===== config.mk =====
export PLATFORM = sky130hd
export DESIGN_NAME = ptr_guard_alarm
export DESIGN_NICKNAME = d
export VERILOG_FILES = /design/src/rtl/ppa_pkg.sv /design/src/rtl/ppa_distance.sv /design/src/rtl/ppa_good_run.sv /design/src/rtl/ptr_guard_alarm.sv
export SDC_FILE = /design/constraint.sdc
export NUM_CORES = 1
export LEC_CHECK = 0
export ABC_CLOCK_PERIOD_IN_PS = 2100
export BUFFER_PORTS_ARGS = -buffer_cell sky130_fd_sc_hd__buf_2
export CAP_MARGIN = 20
export CORE_MARGIN = 8
export CORE_UTILIZATION = 51
export DETAILED_ROUTE_END_ITERATION = 10
export MAX_ROUTING_LAYER = met4
export PLACE_DENSITY = 0.88
export SYNTH_ARGS = -nofsm -noshare
export SYNTH_HDL_FRONTEND = slang
export SYNTH_HIERARCHICAL = 1
export SYNTH_SLANG_ARGS = --single-unit

===== constraint.sdc =====
create_clock -name clk -period 2.1 [get_ports clk]
set_input_delay 0.105 -clock clk [delete_from_list [all_inputs] [get_ports clk]]
set_output_delay 0.105 -clock clk [all_outputs]
set_load 0.1 [all_outputs]

===== src/rtl/ppa_pkg.sv =====
package ppa_pkg;

    localparam int NUM_LEVELS = 3;

    localparam int LVL_COLLIDE = 0;
    localparam int LVL_ONE_OFF = 1;
    localparam int LVL_TWO_OFF = 2;

    typedef struct packed {
        logic [NUM_LEVELS-1:0] level_en;
        logic                  auto_clr;
    } cfg_t;

    typedef struct packed {
        logic [NUM_LEVELS-1:0] sticky;
        cfg_t                  cfg;
    } alarm_state_t;

    localparam cfg_t CFG_RESET = '{level_en: '1, auto_clr: 1'b0};

endpackage


===== src/rtl/ppa_distance.sv =====
module ppa_distance
    import ppa_pkg::*;
#(
    parameter int PTR_W = 3
) (
    input  logic [PTR_W-1:0]      wr_ptr,
    input  logic [PTR_W-1:0]      rd_ptr,
    output logic [NUM_LEVELS-1:0] near
);

    logic [PTR_W-1:0] gap_fwd;
    logic [PTR_W-1:0] gap_bwd;

    always_comb begin
        // wrap-around subtraction is the modulo-DEPTH distance
        gap_fwd = wr_ptr - rd_ptr;
        gap_bwd = rd_ptr - wr_ptr;
    end

    generate
        for (genvar lvl = 0; lvl < NUM_LEVELS; lvl++) begin : g_level
            always_comb begin
                near[lvl] = (gap_fwd == PTR_W'(lvl)) || (gap_bwd == PTR_W'(lvl));
            end
        end
    endgenerate

endmodule


===== src/rtl/ppa_good_run.sv =====
module ppa_good_run #(
    parameter int RUN_LEN = 64
) (
    input  logic clk,
    input  logic rst_n,
    input  logic quiet,
    input  logic auto_en,
    output logic fire
);

    localparam int CNT_W = (RUN_LEN > 1) ? $clog2(RUN_LEN) : 1;
    localparam logic [CNT_W-1:0] LAST = CNT_W'(RUN_LEN - 1);

    logic [CNT_W-1:0] cnt_d;
    logic [CNT_W-1:0] cnt_q;

    always_comb begin
        cnt_d = cnt_q;
        fire  = 1'b0;
        if (!quiet) begin
            cnt_d = '0;
        end else if (cnt_q == LAST) begin
            // run complete: release and restart, or hold saturated
            fire  = auto_en;
            cnt_d = auto_en ? '0 : LAST;
        end else begin
            cnt_d = cnt_q + 1'b1;
        end
    end

    always_ff @(posedge clk or negedge rst_n) begin
        if (!rst_n) begin
            cnt_q <= '0;
        end else begin
            cnt_q <= cnt_d;
        end
    end

endmodule


===== src/rtl/ptr_guard_alarm.sv =====
module ptr_guard_alarm
    import ppa_pkg::*;
#(
    parameter int DEPTH   = 8,
    parameter int RUN_LEN = 64,
    localparam int PTR_W  = $clog2(DEPTH)
) (
    input  logic                  clk,
    input  logic                  rst_n,
    input  logic [PTR_W-1:0]      wr_ptr,
    input  logic [PTR_W-1:0]      rd_ptr,
    input  logic                  cfg_we,
    input  logic [NUM_LEVELS-1:0] cfg_alarm_en,
    input  logic                  cfg_auto_clr,
    input  logic [NUM_LEVELS-1:0] clr_w1c,
    output logic [NUM_LEVELS-1:0] alarm_sticky,
    output logic                  alarm_any
);

    alarm_state_t          st_d;
    alarm_state_t          st_q;
    logic [NUM_LEVELS-1:0] near;
    logic [NUM_LEVELS-1:0] hit;
    logic                  quiet;
    logic                  run_fire;
    logic [NUM_LEVELS-1:0] en_q;

    ppa_distance #(
        .PTR_W (PTR_W)
    ) u_distance (
        .wr_ptr (wr_ptr),
        .rd_ptr (rd_ptr),
        .near   (near)
    );

    ppa_good_run #(
        .RUN_LEN (RUN_LEN)
    ) u_good_run (
        .clk     (clk),
        .rst_n   (rst_n),
        .quiet   (quiet),
        .auto_en (st_q.cfg.auto_clr),
        .fire    (run_fire)
    );

    always_comb begin
        hit   = near & st_q.cfg.level_en;
        quiet = ~|hit;
    end

    always_comb begin
        st_d = st_q;
        if (cfg_we) begin
            st_d.cfg.level_en = cfg_alarm_en;
            st_d.cfg.auto_clr = cfg_auto_clr;
        end
        if (run_fire) begin
            st_d.sticky = '0;
        end else begin
            st_d.sticky = st_q.sticky & ~clr_w1c;
        end
        // a live condition wins over any clear in the same cycle
        st_d.sticky = st_d.sticky | hit;
    end

    always_ff @(posedge clk or negedge rst_n) begin
        if (!rst_n) begin
            st_q.sticky <= '0;
            st_q.cfg    <= CFG_RESET;
        end else begin
            st_q <= st_d;
        end
    end

    always_comb begin
        en_q         = st_q.cfg.level_en;
        alarm_sticky = st_q.sticky;
        alarm_any    = |(st_q.sticky & st_q.cfg.level_en);
    end

endmodule


Yosys cells after proc, flatten, opt, wreduce, memory -nomap -nowiden
Cells that the tools add are included.
W data, S select, Z words.
- bits of input ports: 16
- output and inout bits: 4
- word-level logic and storage cells: 30
- bits in registers: 13
- bitwise logic cells: 5
- eq/ne operators: 5
- add/sub/neg operators: 3
- reductions and logical operators: 7
- muxes and demuxes: 6
- operator list (operator ; count):
    $mux W6 ; 3
    $and A3 B3 Y3 ; 3
    $add A6 B1 Y6 const B ; 1
    $eq A3 B1 Y1 const B ; 2
    $eq A3 B2 Y1 const B ; 2
    $eq A6 B6 Y1 const B ; 1
    $logic_not A3 Y1 ; 2
    $reduce_or A3 Y1 ; 2
    $sub A3 B3 Y3 ; 2
    $logic_or A1 B1 Y1 ; 3
    $mux W3 ; 1
    $not A3 Y3 ; 1
    $or A3 B3 Y3 ; 1
    $mux W1 ; 2

Depth between registers and ports, before layout
Gate-level depths: netlist of the first run.
- depth after elaboration: 8
- gate-level depth with buffers: 12

Hierarchy
The synthesis of the first run kept the hierarchy.
- modules (own cells, without submodules) (module ; cells each ; area each (um^2) ; instances):
    ppa_good_run ; 36 ; 331.6 ; 1
    ptr_guard_alarm ; 25 ; 314.1 ; 1
    ppa_distance ; 19 ; 173.9 ; 1

Worst setup path before layout of the first run
Ideal clock, no wire load.
- kind: input to register
- from: in wr_ptr[0]
- to: reg st_q (netlist bit alarm_sticky[0])
- stages: 12
- data required time: 1.979 ns
- arrival: 2.233 ns
- path buffers: 0
- slack: -0.254 ns
- path through: inv_1 -> ha_1 -> inv_1 -> fa_1 -> xnor3_2 -> o22ai_1 -> and2b_1 -> a222oi_1 -> inv_1 -> nor3_1 -> nor2_1 -> a22o_2
- RTL lines (item ; RTL line ; source):
    start: declaration ; ptr_guard_alarm.sv:10 ; input logic [PTR_W-1:0] wr_ptr,
    end signal: assignment ; ptr_guard_alarm.sv:71 ; st_q <= st_d;
    end: declaration ; ptr_guard_alarm.sv:21 ; alarm_state_t st_q;

==> reports/results.txt, run 1 <==
Iter 0 DRT Violations = 34
R2R cell count = 5
Pleak = 0.514 nW
failing checks = setup timing
Port Buf Inserts = 19
First-pass DRT Iterations = 4
syn avg cell area = 10.2 sq um
mapped cell area = 820 sq um
Total GRT Usage = 11.7%
I/O pins = 20
Final period util = 104%
YS warnings = 6
Worst Hold Depth = 2
die area = 0.00315 sq mm
hold crit path type = primary input to register
hold endpoint = alarm_sticky[2]$_DFF_PN0_
Slew @ Worst Pin = 0.491 ns
Fillers = 106
initial antenna violation count = 0
CTS tree = done
Rel. slew slack = 67.5%
CP dominant cell by count = inv_2
EDFF count, synth = 0
cell area after layout = 0.00108 sq mm
largest net degree at the start of global routing = 14
top-count cell post-synth = inv_1
RR Endpoint = alarm_sticky[0]$_DFF_PN0_
fraction of layout cells with a size suffix above 1 = 49.1%
Avg WL per Cell = 15.4 um
number of library cell types mapped by synthesis = 33
Num CTS Buffers = 3
final setup vio count = 6
clock power share = 15.9%
slowest stage delay, CP = 0.44 ns
Yosys top cell by area = dfrtp_1
R2R Setup Slk = 0.49 ns
DRC = 0
final slew viol count = 0
GRT overflow = 0
CP Data Arrival Time = 2.36 ns
Total Nets Final = 130
die width = 56.1 um
drt total wl = 1910 um
Critical Path RT = 2.27 ns
Setup crit end kind = register
antenna viol nets, final = 0
Worst Hold Launch = clr_w1c[2]
# clock sinks = 13
Seq cells post-synth = 13
Syn Inst Count = 80
unrepaired setup endpoints after global routing = true
Worst-Skew Late Latency = 0.27 ns
CP Class = primary input to register
P_sw = 405 uW
Seq/Total Area, Yosys = 40.2%
Core Region = 0.00151 sq mm
Area contributors post-synth = dfrtp_1 31%, dfstp_2 9.6%, inv_1 5.0%
vias in the first global route = 742
Power Dens Cells = 878 mW/mm^2
Placed Area = 937 sq um
ys async rst share = 100%
htree depth = 1
top cells by count, synth = 11 x inv_1, 10 x dfrtp_1, 5 x a21oi_1, 4 x o21ai_0
Max Clk Rate = 0.456 GHz
Root Buffer = clkbuf_4
CP cell instances = buf_6 > inv_2 > ha_4 > inv_2 > fa_2 > xnor3_2 > o22ai_2 > and2b_1 > a222oi_1 > inv_1 > nor3_4 > nor2_2 > a22o_2
vias per cell = 5.76
Die H = 56.1 um
Max VDD drop = 0.000666 V
area of the multi-input gates = 484 sq um
sequential fraction of design power = 39.2%
Comb power frac = 44.8%
first-pass GRT wire length = 3060 um
Pint = 548 uW
Slowest cell on crit path = a222oi_1
gp weighted congestion = 0.887
max-cap violations = 0
post-synth top area share = 30.5%
slack of the critical path = -0.0923 ns
fin crit period = 2.19 ns
placed insts = 114
outcome = finished, violations left
FF/Latch Area = 329 sq um
CTS Buffer Depth = 2
top_reg_cell synth = dfrtp_1
CP Launch Type = primary input
Final Non-Filler Cells = 124
syn_nets = 101
Final Skew = 0.00398 ns
Crit Reg-Reg Startpoint = u_good_run/cnt_q[0]$_DFF_PN0_
Hold Fails Final Rpt = 0
via count = 714
Initial Util = 54.4%
DP HPWL = 1400 um
Row Count = 14
synthesis-to-layout area growth = 32.4%
CP Max Fanout = 3
Sw Ratio = 42.5%
Reg clk slew, reported paths = 0.08 ns
Antenna diodes = 0
how the worst max path moves through the flow:
stage | from | endpoint | depth (start not counted)
after global placement | rd_ptr[0] | alarm_sticky[0]$_DFF_PN0_ | 13
after floorplan | rd_ptr[0] | alarm_sticky[0]$_DFF_PN0_ | 12
after CTS | rd_ptr[0] | alarm_sticky[0]$_DFF_PN0_ | 13
after global routing | wr_ptr[0] | alarm_sticky[0]$_DFF_PN0_ | 13
final | wr_ptr[0] | alarm_sticky[0]$_DFF_PN0_ | 13
after detailed placement | rd_ptr[0] | alarm_sticky[0]$_DFF_PN0_ | 13
timing repair:
action,CTS,global route
setup endpoints to repair,2,7
endpoints found under the hold margin,13,0
buffers inserted,2,3
hold buffers,1,0
gates resized for setup,1,20
pin swaps,2,10
logic make-up (layout without fill, tap and decap cells):
logic type / Yosys count / count (layout) / share of synthesized area, %
mux: 4 / 4 / 5.50
flops: 13 / 13 / 40.2
fa+ha+maj: 5 / 5 / 9.47
simple gates: 22 / 22 / 15.7
buf+inv: 15 / 43 / 8.40
xor+xnor: 3 / 3 / 6.72
compound gates: 18 / 18 / 14.0
cells in the final DEF, fill, tap and decap left out, types with 2 or more instances in the layout:
cell type / netlist / final
buf_2: 1 / 17
dfrtp_1: 10 / 10
buf_4: 3 / 8
inv_1: 11 / 7
o21ai_0: 4 / 4
nand2_1: 3 / 3
clkbuf_4: 0 / 3
dfstp_2: 3 / 3
inv_2: 0 / 3
nand3_1: 3 / 3
a21oi_1: 5 / 3
nand2b_1: 2 / 2
a222oi_1: 2 / 2
mux2_2: 2 / 2
mux2_1: 2 / 2
and2_1: 2 / 2
fa_2: 0 / 2
ha_4: 0 / 2
nor2b_1: 2 / 2
nor3_1: 3 / 2
a31oi_1: 2 / 2
a21oi_2: 0 / 2
registers in the layout (all words and copies together), names as in the netlist:
register          flops
en_q                  3
alarm_sticky          3
u_good_run/cnt_q      6
st_q                  1
power groups by stage:
| stage | Clock [mW] | Combinational [mW] | Sequential [mW] |
|---|---|---|---|
| after global routing | 0.166 | 0.453 | 0.381 |
| after global placement | 0 | 0.349 | 0.372 |
| after detailed placement | 0 | 0.363 | 0.376 |
| after floorplan | 0 | 0.296 | 0.361 |
| after CTS | 0.157 | 0.377 | 0.371 |
| final | 0.152 | 0.427 | 0.374 |
final cells by class:
type / instances / share of cell area (%)
sequential: 13 / 30.3
tap: 16 / 1.85
inverter: 11 / 4.04
timing repair buffer: 28 / 16.7
multi-input combinational: 52 / 44.6
clock buffer: 4 / 2.42
metrics by stage:
stage	TNS (ns)	hold slack, ns	total power [mW]	util, %	setup WS (ns)
after floorplan	0	-0.191	0.656	-	0.000500
after global placement	-0.373	0.000389	0.721	62.2	-0.145
after detailed placement	-1.82	0.00452	0.739	62.2	-0.330
after CTS	0	0.0217	0.906	65.8	0.00414
after global routing	-0.682	0.0345	1.00	72.0	-0.157
final	-0.248	0.0303	0.952	72.0	-0.0923
worst max-delay path, delay by kind of cell:
kind / cells / cell delay, ns
AO/OA/AOI/OAI: 3 / 0.75
adder cells (fa/ha/maj): 2 / 0.49
AND/OR/NAND/NOR: 3 / 0.42
buffers and inverters: 4 / 0.35
XOR/XNOR: 1 / 0.25
metal layers:
layer  global-route usage (%)  vias to the layer above  part of all wire (%)
met3                     4.34                        2                   7.1
met4                     3.09                        0                  0.89
met2                     19.7                       30                    53
met1                     12.7                      348                    39
met5                        -                        -                     0
li1                         -                      334                     -
Note: power is estimated with default switching activity, not from simulation.
==> run 2, diff against run 1 <==
--- a/config.mk
+++ b/config.mk
@@ -5,14 +5,16 @@
 export SDC_FILE = /design/constraint.sdc
 export NUM_CORES = 1
 export LEC_CHECK = 0
+export ABC_AREA = 1
 export ABC_CLOCK_PERIOD_IN_PS = 2100
 export BUFFER_PORTS_ARGS = -buffer_cell sky130_fd_sc_hd__buf_2
 export CAP_MARGIN = 20
 export CORE_MARGIN = 8
-export CORE_UTILIZATION = 51
+export CORE_UTILIZATION = 52
 export DETAILED_ROUTE_END_ITERATION = 10
 export MAX_ROUTING_LAYER = met4
 export PLACE_DENSITY = 0.88
+export SKIP_LAST_GASP = 1
 export SYNTH_ARGS = -nofsm -noshare
 export SYNTH_HDL_FRONTEND = slang
 export SYNTH_HIERARCHICAL = 1
==> run 2 against run 1 <==
Against the previous run: the flow now finishes without violations; total power shrank 11%; worst hold slack gained 0.0069 ns; flip-flop and latch count is the same; maximum frequency grew 35%; utilization shrank 10 points; area after synthesis grew 7.2%.
==> reports/results.txt, run 2 <==
outcome = completed
CP dominant cell by count = inv_1
Max VDD drop = 0.000424 V (-36%)
hold crit path type = primary input to register
GRT overflow = 0 (unchanged)
main combinational cell family by area after synthesis = simple AND/OR/NAND/NOR gates
vias in the first global route = 788 (+6.2%)
DRC = 0 (unchanged)
ys async rst share = 100% (unchanged)
Total GRT Usage = 11.7% (about the same)
mapped cell area = 878 sq um (+7.2%)
post-synth top area share = 28.5% (-2.0 points)
number of library cell types mapped by synthesis = 21 (-36%)
Die H = 57.1 um (+1.8%)
top_reg_cell synth = dfrtp_1
final slew viol count = 0 (unchanged)
CTS Buffer Depth = 2 (unchanged)
syn avg cell area = 7.20 sq um (-30%)
Area contributors post-synth = dfrtp_1 28%, nand2_1 15%, inv_1 9.8%
synthesis-to-layout area growth = 15.7%
Synth Area in Compound Gates = 4.56% (-9.5 points)
Hold Fails Final Rpt = 0 (unchanged)
largest net degree at the start of global routing = 14 (unchanged)
Worst-Skew Late Latency = 0.27 ns (about the same)
top-count cell post-synth = nand2_1
final setup vio count = 0 (-6)
Num CTS Buffers = 3 (unchanged)
Max Clk Rate = 0.617 GHz (+35%)
commonest non-fill, non-tap cells in the layout = 34 x nand2_1, 23 x inv_1, 19 x buf_2
slowest stage delay, CP = 0.48 ns (+0.04 ns)
EDFF count, synth = 0 (unchanged)
Total Nets Final = 166 (+28%)
CP cell instances = buf_2 > inv_1 > ha_1 > inv_1 > fa_1 > nand2_1 > inv_1 > nand3_1 > nand2_1 > nand2_1 > inv_1 > nor2_1 > inv_1 > nor2_1 > inv_1 > nand3_1 > nand2_1
Synth Area in Adders = 8.83% (-0.63 points)
drt total wl = 1670 um (-13%)
Top reg by flops = u_good_run/cnt_q
Iter 0 DRT Violations = 17 (-50%)
max-cap violations = 0 (unchanged)
DP HPWL = 1380 um (-1.3%)
Core Region = 0.00165 sq mm (+9.6%)
first-pass GRT wire length = 3140 um (+2.5%)
I/O pins = 20 (unchanged)
Power Dens Cells = 833 mW/mm^2 (-5.2%)
die width = 57.1 um (+1.8%)
Syn Inst Count = 122 (+53%)
WP depth = 17 (+4)
Seq/Total Area, Yosys = 37.5% (-2.7 points)
Critical Path RT = 2.26 ns (about the same)
# clock sinks = 13 (unchanged)
First-pass DRT Iterations = 4 (unchanged)
die area = 0.00326 sq mm (+3.7%)
fraction of layout cells with a size suffix above 1 = 22.9% (-26 points)
Worst Hold Depth = 3 (+1)
Placed Area = 980 sq um (+4.5%)
htree depth = 1 (unchanged)
unrepaired setup endpoints after global routing = false
Reg clk slew, reported paths = 0.08 ns (about the same)
Pleak = 0.588 nW (+14%)
R2R cell count = 8 (+3)
fin util = 61.5% (-10 points)
Avg WL per Cell = 10.3 um (-33%)
Rel. slew slack = 67.6% (+0.093 points)
Buf/Inv on CP = 7 (+3)
syn_nets = 143 (+42%)
proportion of synthesized area in mux cells = 0% (-5.5 points)
via count = 778 (+9.0%)
Port Buf Inserts = 19 (unchanged)
Slowest cell on crit path = fa_1
Antenna diodes = 0 (unchanged)
initial antenna violation count = 0 (unchanged)
top cells by count, synth = 34 x nand2_1, 23 x inv_1, 14 x nor2_1, 11 x nand3_1, 10 x dfrtp_1
cell area after layout = 0.00102 sq mm (-6.3%)
Final period util = 77.2% (-27 points)
kind of cell adding the most delay to the critical path = simple AND/OR/NAND/NOR gates
Row Count = 15 (+1)
Root Buffer = clkbuf_4
Post-Synth XOR/XNOR Area = 0.997% (-5.7 points)
vias per cell = 4.83 (-16%)
Yosys top cell by area = dfrtp_1
setup TNS = 0 ns (+0.248 ns)
antenna viol nets, final = 0 (unchanged)
Seq cells post-synth = 13 (unchanged)
CP Max Fanout = 3 (unchanged)
Largest register FFs = 6 (unchanged)
fin crit period = 1.62 ns (-0.571 ns)
Setup crit end kind = register
Slew @ Worst Pin = 0.489 ns (-0.00140 ns)
CTS tree = done
gp weighted congestion = 0.715 (-19%)
YS warnings = 6 (unchanged)
Final Skew = 0.00560 ns (+0.00162 ns)
CP Launch Type = primary input
Simple-Gate Fraction of Synth Area = 35.3% (+20 points)
Initial Util = 53.2% (-1.2 points)
post-CTS sizing = 0 (-1)
commonest non-fill, non-tap cell in the layout = nand2_1
CP Data Arrival Time = 1.78 ns (-0.58 ns)
CP Class = primary input to register
[run 2: worst paths after layout]
check                                             to                           from  slack [ns]
setup / recovery           alarm_sticky[2]$_DFF_PN0_                      rd_ptr[0]        0.48
hold / removal                   en_q[0]$_DFFE_PN1P_                cfg_alarm_en[0]        0.04
setup reg to reg           alarm_sticky[2]$_DFF_PN0_  u_good_run/cnt_q[0]$_DFF_PN0_        0.74
hold reg to reg                  en_q[0]$_DFFE_PN1P_            en_q[0]$_DFFE_PN1P_        0.48
max in group asynchronous        en_q[1]$_DFFE_PN1P_                          rst_n        1.59
min in group asynchronous  alarm_sticky[1]$_DFF_PN0_                          rst_n        0.23
[run 2: per-layer routing]
layer,track usage [%],wire length (um),vias to the layer above
met1,14.2,828,347
met5,-,0,-
met2,18.3,774,15
li1,-,-,414
met4,3.02,4,0
met3,3.77,59,2
[run 2: area by class of cell]
class	count	area (sq um)
Fill cell	158	636
Inverter	24	90.1
Clock buffer	4	26.3
Sequential cell	13	329
Tap cell	17	21.3
Multi-Input combinational cell	82	437
Timing Repair Buffer	21	113
[run 2: what timing repair did]
action / 4_1_cts / 5_1_grt
hold buffers: 1 / 0
endpoints found under the hold margin: 13 / 0
setup buffers: 0 / 0
[run 2: where the power goes]
group	switching [mW]	leakage (nW)	internal [mW]	total [mW]
combinational	0.236	0.411	0.105	0.341
sequential	0.0461	0.162	0.306	0.352
clock	0.0792	0.0150	0.0735	0.153
[run 2: tightest hold or removal path: stages]
cell,delay (ns)
buf_2,0.07
nand2_1,0.04
o21ai_0,0.06
[run 2: cell families after synthesis]
family / count (synthesis)
xor+xnor: 1
compound gates: 8
fa+ha+maj: 5
flops: 13
simple gates: 68
buf+inv: 27
[run 2: metrics by stage]
step | power, mW | worst slack, ns | hold WS, ns | cells
after floorplan | 0.628 | 0.348 | -0.191 | 122
after global placement | 0.682 | 0.247 | -0.00302 | 156
after detailed placement | 0.695 | 0.202 | 0.00280 | 156
after CTS | 0.855 | 0.491 | 0.0314 | 161
after global routing | 0.921 | 0.318 | 0.0459 | 161
final | 0.846 | 0.478 | 0.0372 | 161
==> run 3, diff against run 2 <==
--- a/config.mk
+++ b/config.mk
@@ -6,7 +6,7 @@
 export NUM_CORES = 1
 export LEC_CHECK = 0
 export ABC_AREA = 1
-export ABC_CLOCK_PERIOD_IN_PS = 2100
+export ABC_CLOCK_PERIOD_IN_PS = 1500
 export BUFFER_PORTS_ARGS = -buffer_cell sky130_fd_sc_hd__buf_2
 export CAP_MARGIN = 20
 export CORE_MARGIN = 8
==> constraint.sdc (replaced) <==
create_clock -name clk -period 1.5 [get_ports clk]
set_input_delay 0.075 -clock clk [delete_from_list [all_inputs] [get_ports clk]]
set_output_delay 0.075 -clock clk [all_outputs]
set_load 0.1 [all_outputs]
==> run 3 against run 2 <==
Against the previous run: the run now ends with setup timing left; non-clock buffer count increased by 7; worst setup slack got worse by 0.50 ns; die area unchanged; first-iteration DRC count decreased by 53%; critical path depth decreased by 1; utilization increased by 9.5 points; register-to-register slack got worse by 0.67 ns; design area increased by 15%; count of clock-buffer cells in the layout unchanged; worst hold slack got worse by 0.036 ns; via count increased by 10%; critical path type unchanged; critical endpoint unchanged; largest cell class unchanged; largest power group is now combinational cells.
==> reports/results.txt, run 3 (synthesis results as in run 2) <==
outcome = finished, violations left
failing checks = setup timing
CP dominant cell by count = nand2_1
hold crit path type = primary input to register
final slew viol count = 0 (unchanged)
Final period util = 101%
I/O pins = 20 (unchanged)
Crit Reg-Reg Startpoint = u_good_run/cnt_q[0]$_DFF_PN0_
clock power share = 17.6% (-0.5 points)
vias in the first global route = 859 (+9.0%)
# clock sinks = 13 (unchanged)
Hold WS = 0.00144 ns (-0.0357 ns)
GRT overflow = 0 (unchanged)
Port Buf Inserts = 19 (unchanged)
Die H = 57.1 um (unchanged)
synthesis-to-layout area growth = 33.5%
Power Dens Cells = 1120 mW/mm^2 (+35%)
unrepaired setup endpoints after global routing = true
Buf/Inv on CP = 5 (-2)
sequential fraction of design power = 37.6% (-4.0 points)
Initial Util = 53.2% (unchanged)
antenna viol nets, final = 0 (unchanged)
kind of cell adding the most delay to the critical path = simple AND/OR/NAND/NOR gates
Antenna diodes = 0 (unchanged)
gp weighted congestion = 0.781 (+9.2%)
Worst Hold Depth = 3 (unchanged)
Worst-Skew Late Latency = 0.29 ns (+0.02 ns)
commonest non-fill, non-tap cell in the layout = nand2_1
Fillers = 137 (-13%)
Critical Path RT = 1.69 ns (-0.57 ns)
Row Count = 15 (unchanged)
Total Nets Final = 173 (+4.2%)
slack of the critical path = -0.0208 ns (-0.499 ns)
Max Clk Rate = 0.658 GHz
Rel. slew slack = 67.4% (-0.21 points)
CTS tree = done
Worst Hold Launch = cfg_auto_clr
fin crit period = 1.52 ns
RR Endpoint = alarm_sticky[2]$_DFF_PN0_
Root Buffer = clkbuf_4
CP Max Fanout = 3 (unchanged)
first-pass GRT wire length = 3620 um (+15%)
CTS Buffer Depth = 2 (unchanged)
die width = 57.1 um (unchanged)
max-cap violations = 0 (unchanged)
critical path endpoint = alarm_sticky[2]$_DFF_PN0_
DP HPWL = 1620 um (+18%)
Core Region = 0.00165 sq mm (unchanged)
Largest register FFs = 6 (unchanged)
CP cell instances = buf_12 > inv_12 > ha_4 > inv_2 > fa_2 > nor2_1 > nand3_1 > nand2_1 > nand2_1 > nand2_1 > nor2_2 > inv_1 > nor2_2 > inv_1 > nand3_1 > nand2_1
initial antenna violation count = 0 (unchanged)
Slowest cell on crit path = fa_2
Num CTS Buffers = 3 (unchanged)
vias per cell = 5.11 (+5.7%)
Total GRT Usage = 14.1% (+2.3 points)
R2R cell count = 8 (unchanged)
Pleak = 0.625 nW (+6.4%)
Comb power frac = 44.8% (+4.5 points)
fraction of layout cells with a size suffix above 1 = 33.8% (+11 points)
CP Data Arrival Time = 1.71 ns (-0.07 ns)
final setup vio count = 2 (+2)
WP depth = 16 (-1)
Max VDD drop = 0.000761 V (+79%)
placed insts = 159 (+1.9%)
Reg clk slew, reported paths = 0.09 ns (about the same)
die area = 0.00326 sq mm (unchanged)
Iter 0 DRT Violations = 8 (-9)
htree depth = 1 (unchanged)
Setup crit end kind = register
Slew @ Worst Pin = 0.493 ns (+0.00316 ns)
First-pass DRT Iterations = 6 (+2)
Final Non-Filler Cells = 168 (+4.3%)
Pint = 740 uW (+53%)
via count = 858 (+10%)
drt total wl = 2100 um (+26%)
Avg WL per Cell = 12.5 um (+21%)
Hold Fails Final Rpt = 0 (unchanged)
P_sw = 574 uW (+59%)
Final Skew = 0.00462 ns (-0.000977 ns)
commonest non-fill, non-tap cells in the layout = 34 x nand2_1, 19 x inv_1, 16 x buf_2
slowest stage delay, CP = 0.53 ns (+0.05 ns)
Top reg by flops = u_good_run/cnt_q
largest net degree at the start of global routing = 14 (unchanged)
Sw Ratio = 43.7% (+0.94 points)
setup TNS = -0.0394 ns (-0.0394 ns)
Worst Setup SP = rd_ptr[0]
CP Launch Type = primary input
DRC = 0 (unchanged)
R2R Setup Slk = 0.07 ns (-0.67 ns)
CP Class = primary input to register
[run 3: timing repair]
action	in CTS	in global routing
endpoints found under the setup margin	9	10
hold buffers	3	0
resized for setup	7	6
buffers inserted	1	1
endpoints found under the hold margin	15	0
pin swaps	12	11
[run 3: routing by layer]
metal	vias to the layer above	GRT usage, %	routed length (um)
met4	0	8.05	39
met5	-	-	0
met3	5	3.33	96
met2	30	23.1	1080
met1	397	15.1	880
li1	426	-	-
[run 3: worst min-delay path, cell delays in order]
cell and delay [ns]:
buf_2 0.08, nand2_1 0.04, o21ai_0 0.06
[run 3: stage by stage]
step / setup slack (ns) / utilization [%] / power (mW) / area, sq um
finish: -0.0208 / 71.0 / 1.31 / 1170
global route: -0.128 / 71.0 / 1.39 / 1170
CTS: -0.00880 / 69.3 / 1.26 / 1140
detailed placement: -0.455 / 64.0 / 1.01 / 1060
global placement: -0.365 / 64.0 / 0.980 / 1060
floorplan: -0.141 / - / 0.892 / 933
[run 3: area by class of cell]
class / instances / area, sq um / share of cell area [%]
Clock buffer: 4 / 26.3 / 2.24
Sequential cell: 13 / 329 / 28.1
Timing Repair Buffer: 28 / 194 / 16.5
Tap cell: 17 / 21.3 / 1.81
Multi-Input combinational cell: 82 / 487 / 41.5
Inverter: 24 / 115 / 9.82
[run 3: power groups by stage]
stage / sequential (mW) / clock, mW / combinational, mW
finish: 0.494 / 0.232 / 0.589
global route: 0.508 / 0.247 / 0.637
CTS: 0.493 / 0.234 / 0.533
detailed placement: 0.501 / 0 / 0.511
global placement: 0.494 / 0 / 0.486
floorplan: 0.484 / 0 / 0.407
[run 3: how the worst min path moves through the flow]
stage                               endpoint  slack (ns)
6_report                 st_q[0]$_DFFE_PN0P_       0.001
3_3_place_gp       alarm_sticky[2]$_DFF_PN0_       -0.03
3_5_place_dp   u_good_run/cnt_q[4]$_DFF_PN0_       -0.03
2_1_floorplan      alarm_sticky[0]$_DFF_PN0_       -0.22
5_1_grt                  st_q[0]$_DFFE_PN0P_      0.0007
4_1_cts                  st_q[0]$_DFFE_PN0P_      0.0008
